### src/rtl/sercmd_regport.sv
module sercmd_regport #(
  parameter int         ADDR_W  = 4,
  parameter logic [7:0] ID_CODE = 8'h81
) (
  input  logic clk,
  input  logic rst_n,
  input  logic sclk,
  input  logic cs_n,
  input  logic sdi,
  output logic sdo,
  output logic sdo_oe
);
  localparam int DEPTH = 1 << ADDR_W;
  localparam logic [1:0] PH_CMD = 2'd0, PH_WR = 2'd1, PH_RD = 2'd2, PH_SKIP = 2'd3;

  logic [2:0] sclk_s;
  logic [1:0] cs_s, sdi_s;
  logic [1:0] phase;
  logic [2:0] bcnt, ocnt;
  logic [6:0] sr;
  logic [7:0] obuf;
  logic [ADDR_W-1:0] addr;
  logic [DEPTH-1:0][7:0] bank;

  wire sclk_rise = sclk_s[1] & ~sclk_s[2];
  wire sclk_fall = ~sclk_s[1] & sclk_s[2];
  wire cs_idle   = cs_s[1];
  wire [7:0] rx_byte = {sr, sdi_s[1]};
  wire byte_done = sclk_rise & ~cs_idle & (bcnt == 3'd7) & (phase != PH_RD);
  wire wr_en     = byte_done & (phase == PH_WR);
  wire cmd_ok    = (rx_byte[6:ADDR_W] == '0);

  always_ff @(posedge clk or negedge rst_n)
    if (!rst_n) begin
      sclk_s <= '0;
      cs_s   <= 2'b11;
      sdi_s  <= '0;
    end else begin
      sclk_s <= {sclk_s[1:0], sclk};
      cs_s   <= {cs_s[0], cs_n};
      sdi_s  <= {sdi_s[0], sdi};
    end

  always_ff @(posedge clk or negedge rst_n)
    if (!rst_n) begin
      phase  <= PH_CMD;
      bcnt   <= '0;
      ocnt   <= '0;
      sr     <= '0;
      obuf   <= '0;
      addr   <= '0;
      sdo    <= 1'b0;
      sdo_oe <= 1'b0;
    end else if (cs_idle) begin
      phase  <= PH_CMD;
      bcnt   <= '0;
      ocnt   <= '0;
      sdo_oe <= 1'b0;
    end else begin
      if (sclk_rise && phase != PH_RD) begin
        sr   <= rx_byte[6:0];
        bcnt <= bcnt + 3'd1;
      end
      if (byte_done) begin
        case (phase)
          PH_CMD: begin
            addr <= rx_byte[ADDR_W-1:0];
            if (!cmd_ok) phase <= PH_SKIP;
            else if (rx_byte[7]) begin
              phase <= PH_RD;
              obuf  <= ID_CODE;
              ocnt  <= '0;
            end else phase <= PH_WR;
          end
          PH_WR:   addr <= addr + 1'b1;
          default: ;
        endcase
      end
      if (sclk_fall && phase == PH_RD) begin
        sdo    <= obuf[7];
        sdo_oe <= 1'b1;
        ocnt   <= ocnt + 3'd1;
        if (ocnt == 3'd7) begin
          obuf <= bank[addr];
          addr <= addr + 1'b1;
        end else obuf <= {obuf[6:0], 1'b0};
      end
    end

  always_ff @(posedge clk or negedge rst_n)
    if (!rst_n) bank <= '0;
    else if (wr_en) bank[addr] <= rx_byte;
endmodule


### config.mk
export PLATFORM = sky130hd
export DESIGN_NAME = sercmd_regport
export DESIGN_NICKNAME = d
export VERILOG_FILES = /design/src/rtl/sercmd_regport.sv
export SDC_FILE = /design/constraint.sdc
export NUM_CORES = 1
export LEC_CHECK = 0
export BUFFER_PORTS_ARGS = -buffer_cell sky130_fd_sc_hd__buf_4
export CORE_MARGIN = 5
export CORE_UTILIZATION = 40
export CTS_CLUSTER_DIAMETER = 120
export CTS_CLUSTER_SIZE = 12
export DETAILED_ROUTE_END_ITERATION = 8
export PLACE_DENSITY_LB_ADDON = 0.3
export SLEW_MARGIN = 20
export SYNTH_ARGS = -nofsm -noshare
export SYNTH_HDL_FRONTEND = slang
export SYNTH_SLANG_ARGS = --single-unit
### constraint.sdc
create_clock -name clk -period 3.4 [get_ports clk]
set_input_delay 0.34 -clock clk [delete_from_list [all_inputs] [get_ports clk]]
set_output_delay 0.34 -clock clk [all_outputs]
set_load 0.005 [all_outputs]
## Word level (Yosys, flattened, before mapping)

Index checks and enable logic that the tools add are counted.

- Add/subtract/negate cells: 3
- Magnitude comparators: 2
- Eq/ne operators: 5
- Multiplexer cells: 30
- Bitwise gates (word level): 9
- Reductions and logical operators: 22

Operator list:

| cell | count |
|---|---|
| $bwmux W128 | 1 |
| $mux W8 | 8 |
| $bmux W8 S4 | 1 |
| $demux W8 S4 | 1 |
| $mux W3 | 8 |
| $reduce_bool A2 Y1 | 8 |
| $mux W4 | 3 |
| $reduce_bool A3 Y1 | 4 |
| $mux W2 | 5 |
| $pmux W4 S2 | 1 |
| $add A3 B1 Y3 const B | 2 |
| $and A1 B1 Y1 | 6 |
| $eq A3 B3 Y1 const B | 2 |
| $reduce_and A2 Y1 | 3 |
| $lt A4 B5 Y1 const B | 1 |
| $reduce_and A5 Y1 | 1 |
| $add A4 B1 Y4 const B | 1 |
| $ge A4 B1 Y1 const B | 1 |
| $reduce_and A4 Y1 | 1 |
| $logic_and A1 B1 Y1 | 3 |
| $logic_not A3 Y1 | 1 |
| $not A1 Y1 | 3 |
| $eq A2 B1 Y1 const B | 1 |
| $eq A2 B2 Y1 const B | 1 |
| other kinds (3) | 4 |

- Register bits: 164
- Input port bits: 5
- Output and inout bits: 2
- Logic and storage cells: 98

## Logic depth before layout (Yosys ltp)

- Depth after elaboration: 8
- Gate-level depth with buffers: 8
- Gate-level depth less buffers: 6

## Worst setup path before layout

OpenSTA, ideal clock, no wires.

- Path type: register to register
- Start: register addr[1]
- End: register bank[10] (netlist name)
- Library setup time: 0.125 ns
- Arrival: 2.151 ns
- Required time: 3.275 ns
- Slack: 1.124 ns
- Stages on the path, launching flop included: 9
- Path buffers: 3
- Clock period less this slack: 2.276 ns
- Cell sequence: dfrtp_1 buf_2 buf_2 buf_2 inv_1 ha_1 nand4_1 nor3_2 mux2_2

- Longest elaborated chain between the ends: 5
- Elaborated cells on any way between the ends: 6
- Classes of those cells: 2 x order compare; 3 x mux; 1 x reduce/logical

RTL lines:

| element | RTL line | source |
|---|---|---|
| from (decl) | 22 | `logic [ADDR_W-1:0] addr;` |
| from (signal assigned) | 67 | `addr <= rx_byte[ADDR_W-1:0];` |
| from (signal assigned) | 75 | `PH_WR: addr <= addr + 1'b1;` |
| from (signal assigned) | 85 | `addr <= addr + 1'b1;` |
| $lt A4 B5 Y1 (not written as such) / $ge A4 B1 Y1 (equally long branches) | 92 | `else if (wr_en) bank[addr] <= rx_byte;` |
| $logic_and A1 B1 Y1 (not written as such) | 92 |  |
| $mux W8 (not written as such) | 92 |  |
| $demux W8 S4 (*) | 92 |  |
| $bwmux W128 (*) | 92 |  |
| to (signal, indexed assignment) | 92 |  |
| to (decl) | 23 | `logic [DEPTH-1:0][7:0] bank;` |

Mark *: on every way between the ends. The rest lies on a longest branch, timed or not.
A chain may end at the register's enable or synchronous reset.

## Worst setup path in the final report

- Start: register bcnt[0]
- End: register bank[20] (netlist name)

- Longest elaborated chain between the ends: 4

RTL lines:

| element | RTL line | source |
|---|---|---|
| from (decl) | 19 | `logic [2:0] bcnt, ocnt;` |
| from (signal assigned) | 62 | `bcnt <= bcnt + 3'd1;` |
| $eq A3 B3 Y1 | 29 | `wire byte_done = sclk_rise & ~cs_idle & (bcnt == 3'd7) & (phase != PH_RD);` |
| $and A1 B1 Y1 (2 in a row) | 29 |  |
| $and A1 B1 Y1 | 30 | `wire wr_en = byte_done & (phase == PH_WR);` |

Every way passes these cells.

==> impl_metrics.py <==
metrics = {
    "timing": {
        "setup_viol": 0,
        "setup_tns_ns": 0,
        "period_needed_ns": 2.621,
        "finalHoldViolations": 29,
        "whs_ns": -0.02635,
        "max_freq_ghz": 0.3815,
        "worst_pin_slew_ns": 0.8196,
        "rsz0062_at_grt": "false",
        "fin_skew_ns": 0.008416,
        "slew_headroom": 0.4516,
        "finalMaxSlewViolations": 0,
        "post-route-period-util": 0.7710,
    },
    "worst_setup_path": {
        "critical_path_class": "flip-flop to flip-flop",
        "cp-start-kind": "flip-flop",
        "cp_max_fo": 13,
        "rrSetupSlack_ns": 0.78,
        "critPathArrivalTime_ns": 2.94,
        "worstReg2RegStart": "bcnt[0]",
        "end_kind": "flip-flop",
        "r2r_end": "bank[20]",
        "required_ns": 3.72,
        "rr_worst_depth": 5,
    },
    "power": {
        "power_density_mw_per_mm2": 520.2,
        "power_switching_mw": 1.168,
        "ir_drop_mv": 0.2591,
        "p_clk_frac": 0.468,
        "swShare": 0.2600,
        "power.internal_mw": 3.324,
        "p_leak_nw": 3.922,
        "combinationalPowerShare": 0.066,
        "seqPwrFrac": 0.466,
        "total_power_mw": 4.491,
    },
    "outcome": {
        "outcome": "finished with violations",
        "violations": "hold timing",
    },
    "finish": {
        "postLayoutCellArea_mm2": 0.008633,
        "final_common_cell": "dfrtp_1",
        "postLayoutCoreUtil": 0.4600,
        "areaGrowthSynthToFinish_pct": 12.58,
        "antennaDiodeCount": 0,
        "final.fill_count": 1618,
        "final_cell_mix": "161 x dfrtp_1, 145 x mux2_2, 24 x mux4_2, 19 x buf_4",
        "drive_gt1_frac": 0.4489,
        "layout.nets": 548,
    },
    "synth": {
        "syn_inst": 533,
        "synthArstFlopShare": 1.000,
        "mappedNetlistArea_mm2": 0.007669,
        "ys_types": 56,
        "synthMuxAreaShare": 0.3056,
        "ys_warn_count": 0,
        "avgSynthCellArea_um2": 14.39,
        "synth_fp_nets": 546,
        "synth-compound-area-share": 0.05335,
        "yosysSeqAreaShare": 0.5355,
        "ys_ff_latch": 164,
        "synth_xor_area_frac": 0.001142,
        "synthFlopType": "dfrtp_1",
        "synth_edf_count": 0,
        "synth_top_family_by_area": "multiplexers",
        "synthAdderAreaFrac": 0.01305,
        "synth_simple_gate_area_frac": 0.06575,
    },
    "global_route": {
        "gr-total-overflow": 0,
        "grt_max_degree": 88,
        "first_global_vias": 4820,
        "grtUsageTotal": 0.1669,
        "grt_pass1_wl_um": 28080,
        "antenna_found_initial": 0,
    },
    "place": {
        "place_congestion": 0.7917,
        "hpwl_um": 11030,
        "port-buffer-count": 6,
        "post_dp_cell_area_mm2": 0.007963,
    },
    "floorplan": {
        "dieHeight_um": 148.5,
        "fp.coreArea_mm2": 0.01877,
        "initial_utilization": 0.4086,
        "die_area_mm2": 0.02204,
        "die_width_um": 148.5,
        "placementRows": 50,
        "num_io_pins": 7,
    },
    "route": {
        "drc": 0,
        "drt_iter0_markers": 234,
        "viasPerCell": 5.697,
        "dr.pass1.iters": 4,
        "wl_per_cell_um": 21.87,
        "num_vias": 4455,
        "wl_um": 17100,
        "ant_nets": 0,
    },
    "job": {
        "maxCapViolations": 0,
    },
    "clock_network": {
        "clkTransAtPathRegs_ns": 0.06,
        "clock-sinks": 164,
        "clockBufferDepth": 2,
        "worstSkewPairLatency_ns": 0.44,
        "numCtsBuffers": 17,
        "cts-resized-gates": 0,
        "root_buffer": "clkbuf_16",
        "cts_setup_buffers": 0,
        "clock_tree.htree_level_count": 4,
        "cts_tree": "built",
    },
    "hold_path": {
        "hp-class": "input port to asynchronous set/reset pin",
    },
}
## sequential cells by signal, indices dropped and copies added, names as in the netlist
| signal | flops |
|---|---|
| sdo_oe | 1 |
| addr | 4 |
| sdo | 1 |
| cs_s | 2 |
| ocnt | 3 |
| sr | 7 |
| bcnt | 3 |
| phase | 2 |
| obuf | 8 |
| bank | 128 |
| sclk_s | 3 |
| sdi_s | 2 |
## worst max-delay path: stages (launching register included)
cell and delay (ns):
dfrtp_1 0.36, ha_1 0.16, ha_1 0.49, nand4_1 0.43, nor3_2 0.66, mux2_2 0.41
## cell usage after synthesis (2+ instances only)
| library cell | n | area share |
|---|---|---|
| mux2i_1 | 17 | 0.022 |
| o211ai_1 | 2 | 0.0020 |
| mux4_2 | 24 | 0.070 |
| or3_1 | 2 | 0.0016 |
| and4_1 | 2 | 0.0023 |
| clkbuf_1 | 14 | 0.0069 |
| dfstp_2 | 2 | 0.0069 |
| a211oi_1 | 7 | 0.0069 |
| nand2_1 | 6 | 0.0029 |
| nand2b_1 | 3 | 0.0024 |
| dfrtp_1 | 162 | 0.53 |
| nor2_2 | 12 | 0.0098 |
| buf_2 | 12 | 0.0078 |
| nand4_1 | 2 | 0.0016 |
| nor2b_1 | 6 | 0.0049 |
| o221ai_1 | 6 | 0.0069 |
| nor3_2 | 2 | 0.0026 |
| nor2_1 | 7 | 0.0034 |
| o31ai_1 | 3 | 0.0029 |
| buf_1 | 13 | 0.0064 |
| nor4_1 | 3 | 0.0024 |
| and2_1 | 6 | 0.0049 |
| a22o_1 | 2 | 0.0023 |
| ha_1 | 8 | 0.013 |
| mux2_2 | 145 | 0.21 |
| a32oi_1 | 2 | 0.0023 |
| o2bb2ai_1 | 7 | 0.0080 |
| a21oi_1 | 7 | 0.0046 |
| nand4_4 | 2 | 0.0055 |
| nor3_4 | 2 | 0.0042 |
| inv_1 | 6 | 0.0029 |
| o21ai_0 | 8 | 0.0052 |
| nand3b_1 | 3 | 0.0029 |
| nand3_1 | 5 | 0.0033 |
| a31oi_1 | 2 | 0.0016 |
## how the worst max path moves through the flow
stage                    end    start  slack [ns]
floorplan           bank[10]  addr[1]        1.12
global placement    bank[16]  bcnt[0]        0.82
detailed placement  bank[20]  bcnt[0]        0.80
CTS                 bank[18]  bcnt[0]        0.77
global route         obuf[1]  addr[0]        0.60
finish              bank[20]  bcnt[0]        0.78
## cell families (layout without fill, tap and decap cells)
family,count (synthesis),in the layout
flops,164,164
mux,186,186
xor+xnor,1,1
fa+ha+maj,8,8
compound gates,56,56
simple gates,71,71
buf+inv,47,62
## repair_timing
action                                  CTS  global route
hold buffers                              3             0
endpoints found under the setup margin    0             0
hold endpoints to repair                  3             0
## power groups by stage
stage	logic, mW	clock network (mW)	registers, mW
2_1_floorplan	0.188	0	2.04
4_1_cts	0.304	2.13	2.09
3_5_place_dp	0.300	0	2.13
6_report	0.298	2.10	2.09
3_3_place_gp	0.291	0	2.12
5_1_grt	0.319	2.21	2.09
## cell type report
type,instances,area [µm²],area share
Clock buffer,17,425.4,0.04928
Sequential cell,164,4108,0.4758
Inverter,6,22.52,0.002609
Timing Repair Buffer,24,203.9,0.02362
Tap cell,234,292.8,0.03391
Clock inverter,15,215.2,0.02493
Multi-Input combinational cell,322,3366,0.3899
## per-stage QoR
stage          hold WS [ns]  instances  setup WS (ns)
2_1_floorplan       0.04441        533          1.124
3_3_place_gp         0.3345        747         0.8184
3_5_place_dp         0.3364        747         0.8002
4_1_cts            0.004418        782         0.7675
5_1_grt             0.04514        782         0.6000
6_report           -0.02635        782         0.7786
## routing by layer
| layer | global-route usage | wire, µm |
|---|---|---|
| met5 | 0 | 0 |
| met4 | 0.05681 | 308 |
| met3 | 0.02956 | 520 |
| met2 | 0.2685 | 8396 |
| met1 | 0.2298 | 7876 |
Note: power is estimated with default switching activity, not from simulation.
